$ cat src/rtl/arb_tree_pkg.sv
package arb_tree_pkg;

    // Number of streams entering tree level lvl, for n leaf inputs.
    function automatic int width_at(input int n, input int lvl);
        return (n + (1 << lvl) - 1) >> lvl;
    endfunction

    // Node count on the longest leaf-to-root path.
    function automatic int tree_depth(input int n);
        return (n <= 1) ? 0 : $clog2(n);
    endfunction

endpackage

$ cat src/rtl/arb_tree_pick.sv
// Fair two-way chooser: a lone requester wins, a tie goes against the last winner.
module arb_tree_pick (
    input  logic a_req,
    input  logic b_req,
    input  logic last_b,
    output logic any_req,
    output logic take_b
);
    always_comb begin
        any_req = a_req | b_req;
        take_b  = b_req & (~a_req | ~last_b);
    end
endmodule

$ cat src/rtl/arb_tree_node.sv
module arb_tree_node #(
    parameter int W = 8
) (
    input  logic         clk,
    input  logic         rst,
    input  logic         a_valid,
    output logic         a_ready,
    input  logic [W-1:0] a_data,
    input  logic         b_valid,
    output logic         b_ready,
    input  logic [W-1:0] b_data,
    output logic         y_valid,
    input  logic         y_ready,
    output logic [W-1:0] y_data
);
    typedef struct packed {
        logic [W-1:0] word;
        logic         empty;
        logic         last_b;
    } node_t;

    node_t state_q, state_d;
    logic  any_req;
    logic  take_b;

    arb_tree_pick u_pick (
        .a_req  (a_valid),
        .b_req  (b_valid),
        .last_b (state_q.last_b),
        .any_req(any_req),
        .take_b (take_b)
    );

    always_comb begin
        state_d = state_q;
        a_ready = 1'b0;
        b_ready = 1'b0;
        if (state_q.empty) begin
            if (any_req) begin
                a_ready        = ~take_b;
                b_ready        = take_b;
                state_d.word   = take_b ? b_data : a_data;
                state_d.empty  = 1'b0;
                state_d.last_b = take_b;
            end
        end else if (y_ready) begin
            // Free the slot only on a real hand-off.
            state_d.empty = 1'b1;
        end
    end

    always_ff @(posedge clk) begin
        if (rst) begin
            state_q <= '{word: '0, empty: 1'b1, last_b: 1'b1};
        end else begin
            state_q <= state_d;
        end
    end

    assign y_valid = ~state_q.empty;
    assign y_data  = state_q.word;
endmodule

$ cat src/rtl/arb_tree.sv
module arb_tree #(
    parameter int N = 5,
    parameter int W = 8
) (
    input  logic                clk,
    input  logic                rst,
    input  logic [N-1:0]        in_valid,
    output logic [N-1:0]        in_ready,
    input  logic [N-1:0][W-1:0] in_data,
    output logic                out_valid,
    input  logic                out_ready,
    output logic [W-1:0]        out_data
);
    localparam int LEVELS = arb_tree_pkg::tree_depth(N);

    logic [N-1:0]        lv_valid [LEVELS+1];
    logic [N-1:0]        lv_ready [LEVELS+1];
    logic [N-1:0][W-1:0] lv_data  [LEVELS+1];

    assign lv_valid[0] = in_valid;
    assign lv_data[0]  = in_data;
    assign in_ready    = lv_ready[0];

    for (genvar l = 0; l < LEVELS; l++) begin : g_lvl
        localparam int CI = arb_tree_pkg::width_at(N, l);
        localparam int CO = arb_tree_pkg::width_at(N, l + 1);
        localparam int NP = CI / 2;

        for (genvar j = 0; j < NP; j++) begin : g_node
            arb_tree_node #(.W(W)) u_node (
                .clk    (clk),
                .rst    (rst),
                .a_valid(lv_valid[l][2*j]),
                .a_ready(lv_ready[l][2*j]),
                .a_data (lv_data[l][2*j]),
                .b_valid(lv_valid[l][2*j+1]),
                .b_ready(lv_ready[l][2*j+1]),
                .b_data (lv_data[l][2*j+1]),
                .y_valid(lv_valid[l+1][j]),
                .y_ready(lv_ready[l+1][j]),
                .y_data (lv_data[l+1][j])
            );
        end

        if (CI % 2 == 1) begin : g_pass
            assign lv_valid[l+1][CO-1] = lv_valid[l][CI-1];
            assign lv_data[l+1][CO-1]  = lv_data[l][CI-1];
            assign lv_ready[l][CI-1]   = lv_ready[l+1][CO-1];
        end

        for (genvar k = CO; k < N; k++) begin : g_tie_up
            assign lv_valid[l+1][k] = 1'b0;
            assign lv_data[l+1][k]  = '0;
        end

        for (genvar k = CI; k < N; k++) begin : g_tie_rdy
            assign lv_ready[l][k] = 1'b0;
        end
    end

    assign lv_ready[LEVELS][0] = out_ready;
    for (genvar k = 1; k < N; k++) begin : g_tie_root
        assign lv_ready[LEVELS][k] = 1'b0;
    end

    assign out_valid = lv_valid[LEVELS][0];
    assign out_data  = lv_data[LEVELS][0];
endmodule

$ cat config.mk
export PLATFORM = sky130hd
export DESIGN_NAME = arb_tree
export DESIGN_NICKNAME = d
export VERILOG_FILES = /design/src/rtl/arb_tree_pkg.sv /design/src/rtl/arb_tree_pick.sv /design/src/rtl/arb_tree_node.sv /design/src/rtl/arb_tree.sv
export SDC_FILE = /design/constraint.sdc
export NUM_CORES = 1
export LEC_CHECK = 0
export BUFFER_PORTS_ARGS = -buffer_cell sky130_fd_sc_hd__buf_2
export CORE_MARGIN = 2
export CORE_UTILIZATION = 47
export CTS_CLUSTER_SIZE = 20
export DETAILED_ROUTE_END_ITERATION = 6
export PLACE_DENSITY = 0.76
export RECOVER_POWER = 25
export SLEW_MARGIN = 15
export SYNTH_ARGS = -nofsm -noshare
export SYNTH_HDL_FRONTEND = slang
export SYNTH_HIERARCHICAL = 1
export SYNTH_SLANG_ARGS = --single-unit
$ cat constraint.sdc
create_clock -name clk -period 1.5 [get_ports clk]
set_input_delay 0.45 -clock clk [delete_from_list [all_inputs] [get_ports clk]]
set_output_delay 0.45 -clock clk [all_outputs]
set_load 0.005 [all_outputs]
## After elaboration in Yosys (flattened, before gate mapping)

Cells that the tools add are included.
Widths: inputs -> output; s select.

| storage, ports and cells | value |
|---|---|
| register bits | 40 |
| logic and storage cells | 74 |

| operators by class | value |
|---|---|
| muxes and demuxes | 32 |
| bitwise gates (word level) | 26 |
| reduce and logical (&&, ||, !) cells | 4 |

Operator list:

| kind | number |
|---|---|
| $mux 8 | 4 |
| $mux 1 | 24 |
| $not 1->1 | 14 |
| $mux 2 | 4 |
| $or 1x1->1 | 8 |
| $reduce_and 2->1 | 4 |
| $and 1x1->1 | 4 |

## Logic depth before layout (Yosys ltp)

| logic depth | value |
|---|---|
| depth in word-level cells | 8 |
| gate-level depth with buffers | 8 |
| depth with buffers taken out | 6 |

## Cells and area by module

The synthesis kept the hierarchy.

By module, submodules not included:

| module | times used | cells an instance | area an instance (sq um) | seq. area each (sq um) |
|---|---|---|---|---|
| arb_tree_node | 4 | 55 | 535.5 | 200.2 |
| arb_tree_pick | 4 | 2 | 13.8 | 0.0 |
| arb_tree | 1 | 5 | 37.5 | 0.0 |

## Worst setup path after synthesis

Ideal clock, no wire load.

| timing | value |
|---|---|
| path kind | flip-flop to output port |
| start point | reg g_lvl[1].g_node[0].u_node/state_q[1] (netlist name) |
| end point | out in_ready[4] |
| arrival time | 1.173 ns |
| data required time | 1.050 ns |
| slack | -0.123 ns |
| cell stages (with the launch flop) | 7 |
| cell sequence | dfxtp_1 -> buf_4 -> inv_1 -> or2_1 -> buf_6 -> and3_4 -> buf_4 |

RTL lines:

| element | line | text |
|---|---|---|
| start, declared | arb_tree_node.sv:22 | `node_t state_q, state_d;` |
| start signal, assigned | arb_tree_node.sv:54 | `state_q <= '{word: '0, empty: 1'b1, last_b: 1'b1};` |
| start signal, assigned | arb_tree_node.sv:56 | `state_q <= state_d;` |
| end, declared | arb_tree.sv:8 | `output logic [N-1:0] in_ready,` |

==> metrics.md <==
| Metric | Value |
|---|---|
| Outcome | `finished, violations left` |
| Failing checks | `negative setup slack` |
| Setup ws final | `-0.117 ns` |
| CP Class | `reg2out` |
| WL final | `3990 um` |
| Predominant post-synthesis flop cell | `dfxtp_1` |
| CP Launch Type | `register` |
| Pwr Density | `1140 nW/um^2` |
| Leakage | `1.12 nW` |
| Share of post-route cells with drive strength above 1 | `39.3%` |
| Post-Syn Nets | `281` |
| Pre-CTS setup slack | `-0.0731 ns` |
| Antenna viol nets, final | `0` |
| Final Power | `2.88 mW` |
| Via density | `5.13` |
| Setup crit end kind | `output port` |
| Worst slew pin tran | `0.319 ns` |
| Clock slew at reported path FFs | `0.07 ns` |
| Fmax | `0.618 GHz` |
| Hold path startpoint | `out_ready` |
| Synth top area cells | `dfxtp_1 36%, mux2i_1 14%, buf_4 14%` |
| Gr usage total | `16.2%` |
| Die height | `73.0 um` |
| Final Hold Vio Count | `0` |
| Hold buffers post-CTS | `0` |
| M1 GR Usage | `20.9%` |
| R2R Path Start | `g_lvl[1].g_node[0].u_node/state_q[1]$_SDFF_PP1_` |
| Final period demand of the worst path | `1.62 ns` |
| 1st-iter DRT viols | `77` |
| Fin area | `2510 um^2` |
| RSZ-0062 raised after global routing | `yes` |
| Met2 Resource Use GR | `25.7%` |
| Syn Area/Cell | `9.59 um^2` |
| Synthesized area | `2230 um^2` |
| Worst skew pair latency | `0.30 ns` |
| Layout filler cell count | `413` |
| Chip width | `73.0 um` |
| First-pass GRT wire length | `6710 um` |
| Most frequent cells after synthesis | `41 x buf_4, 40 x dfxtp_1, 32 x a211oi_1, 32 x a21oi_1, 32 x mux2i_1` |
| Yosys cell types | `16` |
| TritonCTS Buffers | `5` |
| DRC | `0` |
| M3 GR Usage | `4.01%` |
| Synth Instances | `233` |
| FFs w/ async S/R, synth | `0%` |
| Seq cells post-synth | `40` |
| Largest net degree at the start of global routing | `31` |
| Final Cycle Share | `108%` |
| Gp weighted congestion | `0.716` |
| Initial core utilization | `47.9%` |
| First-pass iteration count of the detailed router | `4` |
| GRT overflow | `0` |
| Layout Skew | `0.00517 ns` |
| Final #Nets | `314` |
| Die area | `5320 um^2` |
| Core area | `4660 um^2` |
| Sequential share of the synthesized area | `35.8%` |
| I/O Pins | `62` |
| Yosys top cell by area | `dfxtp_1` |
| Worst EP required | `1.05 ns` |
| Multi-input gate area | `985 um^2` |
| DP Wirelength | `2970 um` |
| CTS tree | `built` |
| HP Class | `in2reg` |
| Worst Path Max Fanout | `2` |
| CP Launch Point | `g_lvl[1].g_node[0].u_node/state_q[1]$_SDFF_PP1_` |
| FF+latch area | `808 um^2` |
| Most numerous cell in the Yosys netlist | `buf_4` |
| Placed cells | `307` |
| Drt wl/cell | `12.4 um` |
| Relative slew slack | `78.7%` |
| WHS | `0.393 ns` |
| H-tree level count | `2` |
| VDD IR max | `610 uV` |
| Non-Filler Instances | `321` |
| Ys Warns | `6` |
| Vias in the first global route | `1538` |
| Root Buffer | `clkbuf_8` |
| Initial antenna violation count | `0` |
| DR vias | `1647` |
| Final Max Tran Viols | `0` |
| # diodes | `0` |
| Arrival time at the worst endpoint | `1.17 ns` |
| Clock net sink count | `40` |
| Dpl cell area | `2300 um^2` |
| Synthesis-to-layout area growth | `12.4%` |
| I/O Buffers | `61` |
| Longest Clk Path Bufs | `2` |
| GRT busiest layer | `met2` |
| Rows | `25` |
| Max Cap Viol | `0` |
| Number of flops mapped to enable cells by yosys | `0` |
| Synth top area share | `35.8%` |
| Endpoints failing setup | `5` |
-- final cells by class --
type / count / area share, %
well taps: 54 / 2.69
clock inverters: 2 / 1.39
multi-input cells: 132 / 39.2
clock buffers: 6 / 2.89
flip-flops and latches: 40 / 32.2
repair buffers: 83 / 21.1
inverters: 4 / 0.598
-- through the flow --
stage | util [%] | TNS [ns]
detailed placement | 49.3 | -0.714
finish | 53.9 | -0.267
floorplan | - | -0.152
global placement | 49.3 | -0.152
global route | 53.9 | -0.488
CTS | 52.9 | -0.246
-- critical path, cell delays in order (launching register included) --
cell	delay, ns
dfxtp_2	0.33
inv_2	0.03
or2_1	0.21
and3_4	0.19
buf_6	0.11
-- routing by layer --
metal  vias up  wire (um)
met3         7        220
met1       722       1900
met5         -          0
met2        54       1790
li1        864          -
met4         0         78
-- power by group --
part	switching [mW]	total (mW)	leakage, nW	internal, mW
logic	0.341	0.724	0.731	0.384
registers	0.0861	1.29	0.332	1.21
clock network	0.366	0.860	0.0552	0.493
-- cells by family after synthesis --
family,after synthesis,share of synthesized area [%]
buffers and inverters,61,21.2
AND/OR/NAND/NOR,24,6.49
AO/OA/AOI/OAI,76,22.2
multiplexers,32,14.3
flip-flops,40,35.8
-- state kept, by name, indices dropped and copies added (netlist names) --
signal                       flops
g_lvl.g_node.u_node/state_q      8
g_lvl.g_node.u_node/y_data      32
-- worst paths after layout --
check / endpoint / slack (ns) / depth (start not counted)
worst max-delay path: in_ready[4] / -0.12 / 4
worst max register to register: g_lvl[2].g_node[0].u_node/y_data[5]$_SDFFE_PP0P_ / 0.14 / 6
worst min register to register: g_lvl[0].g_node[1].u_node/state_q[0]$_SDFFE_PP1P_ / 0.47 / 1
worst min-delay path: g_lvl[2].g_node[0].u_node/state_q[1]$_SDFF_PP1_ / 0.39 / 3
-- cells in the final DEF (no fill, tap or decap), types with 2 or more instances in the layout --
cell,n
nor2_1,7
dfxtp_2,3
buf_4,20
buf_6,6
a211oi_2,3
clkbuf_8,5
buf_2,52
dfxtp_1,36
a21oi_1,32
a21boi_2,2
nand2_1,3
a211o_1,4
or2_1,2
and3_4,3
clkbuf_1,3
a21boi_1,2
and2_1,2
o21bai_1,4
buf_12,2
a211oi_1,29
mux2i_1,32
inv_1,3
-- what timing repair did --
item	CTS	global route
pin swaps	6	5
gates resized for setup	12	8
endpoints found under the setup margin	5	11
setup buffers	3	4
Note: power is estimated with default switching activity, not from simulation.
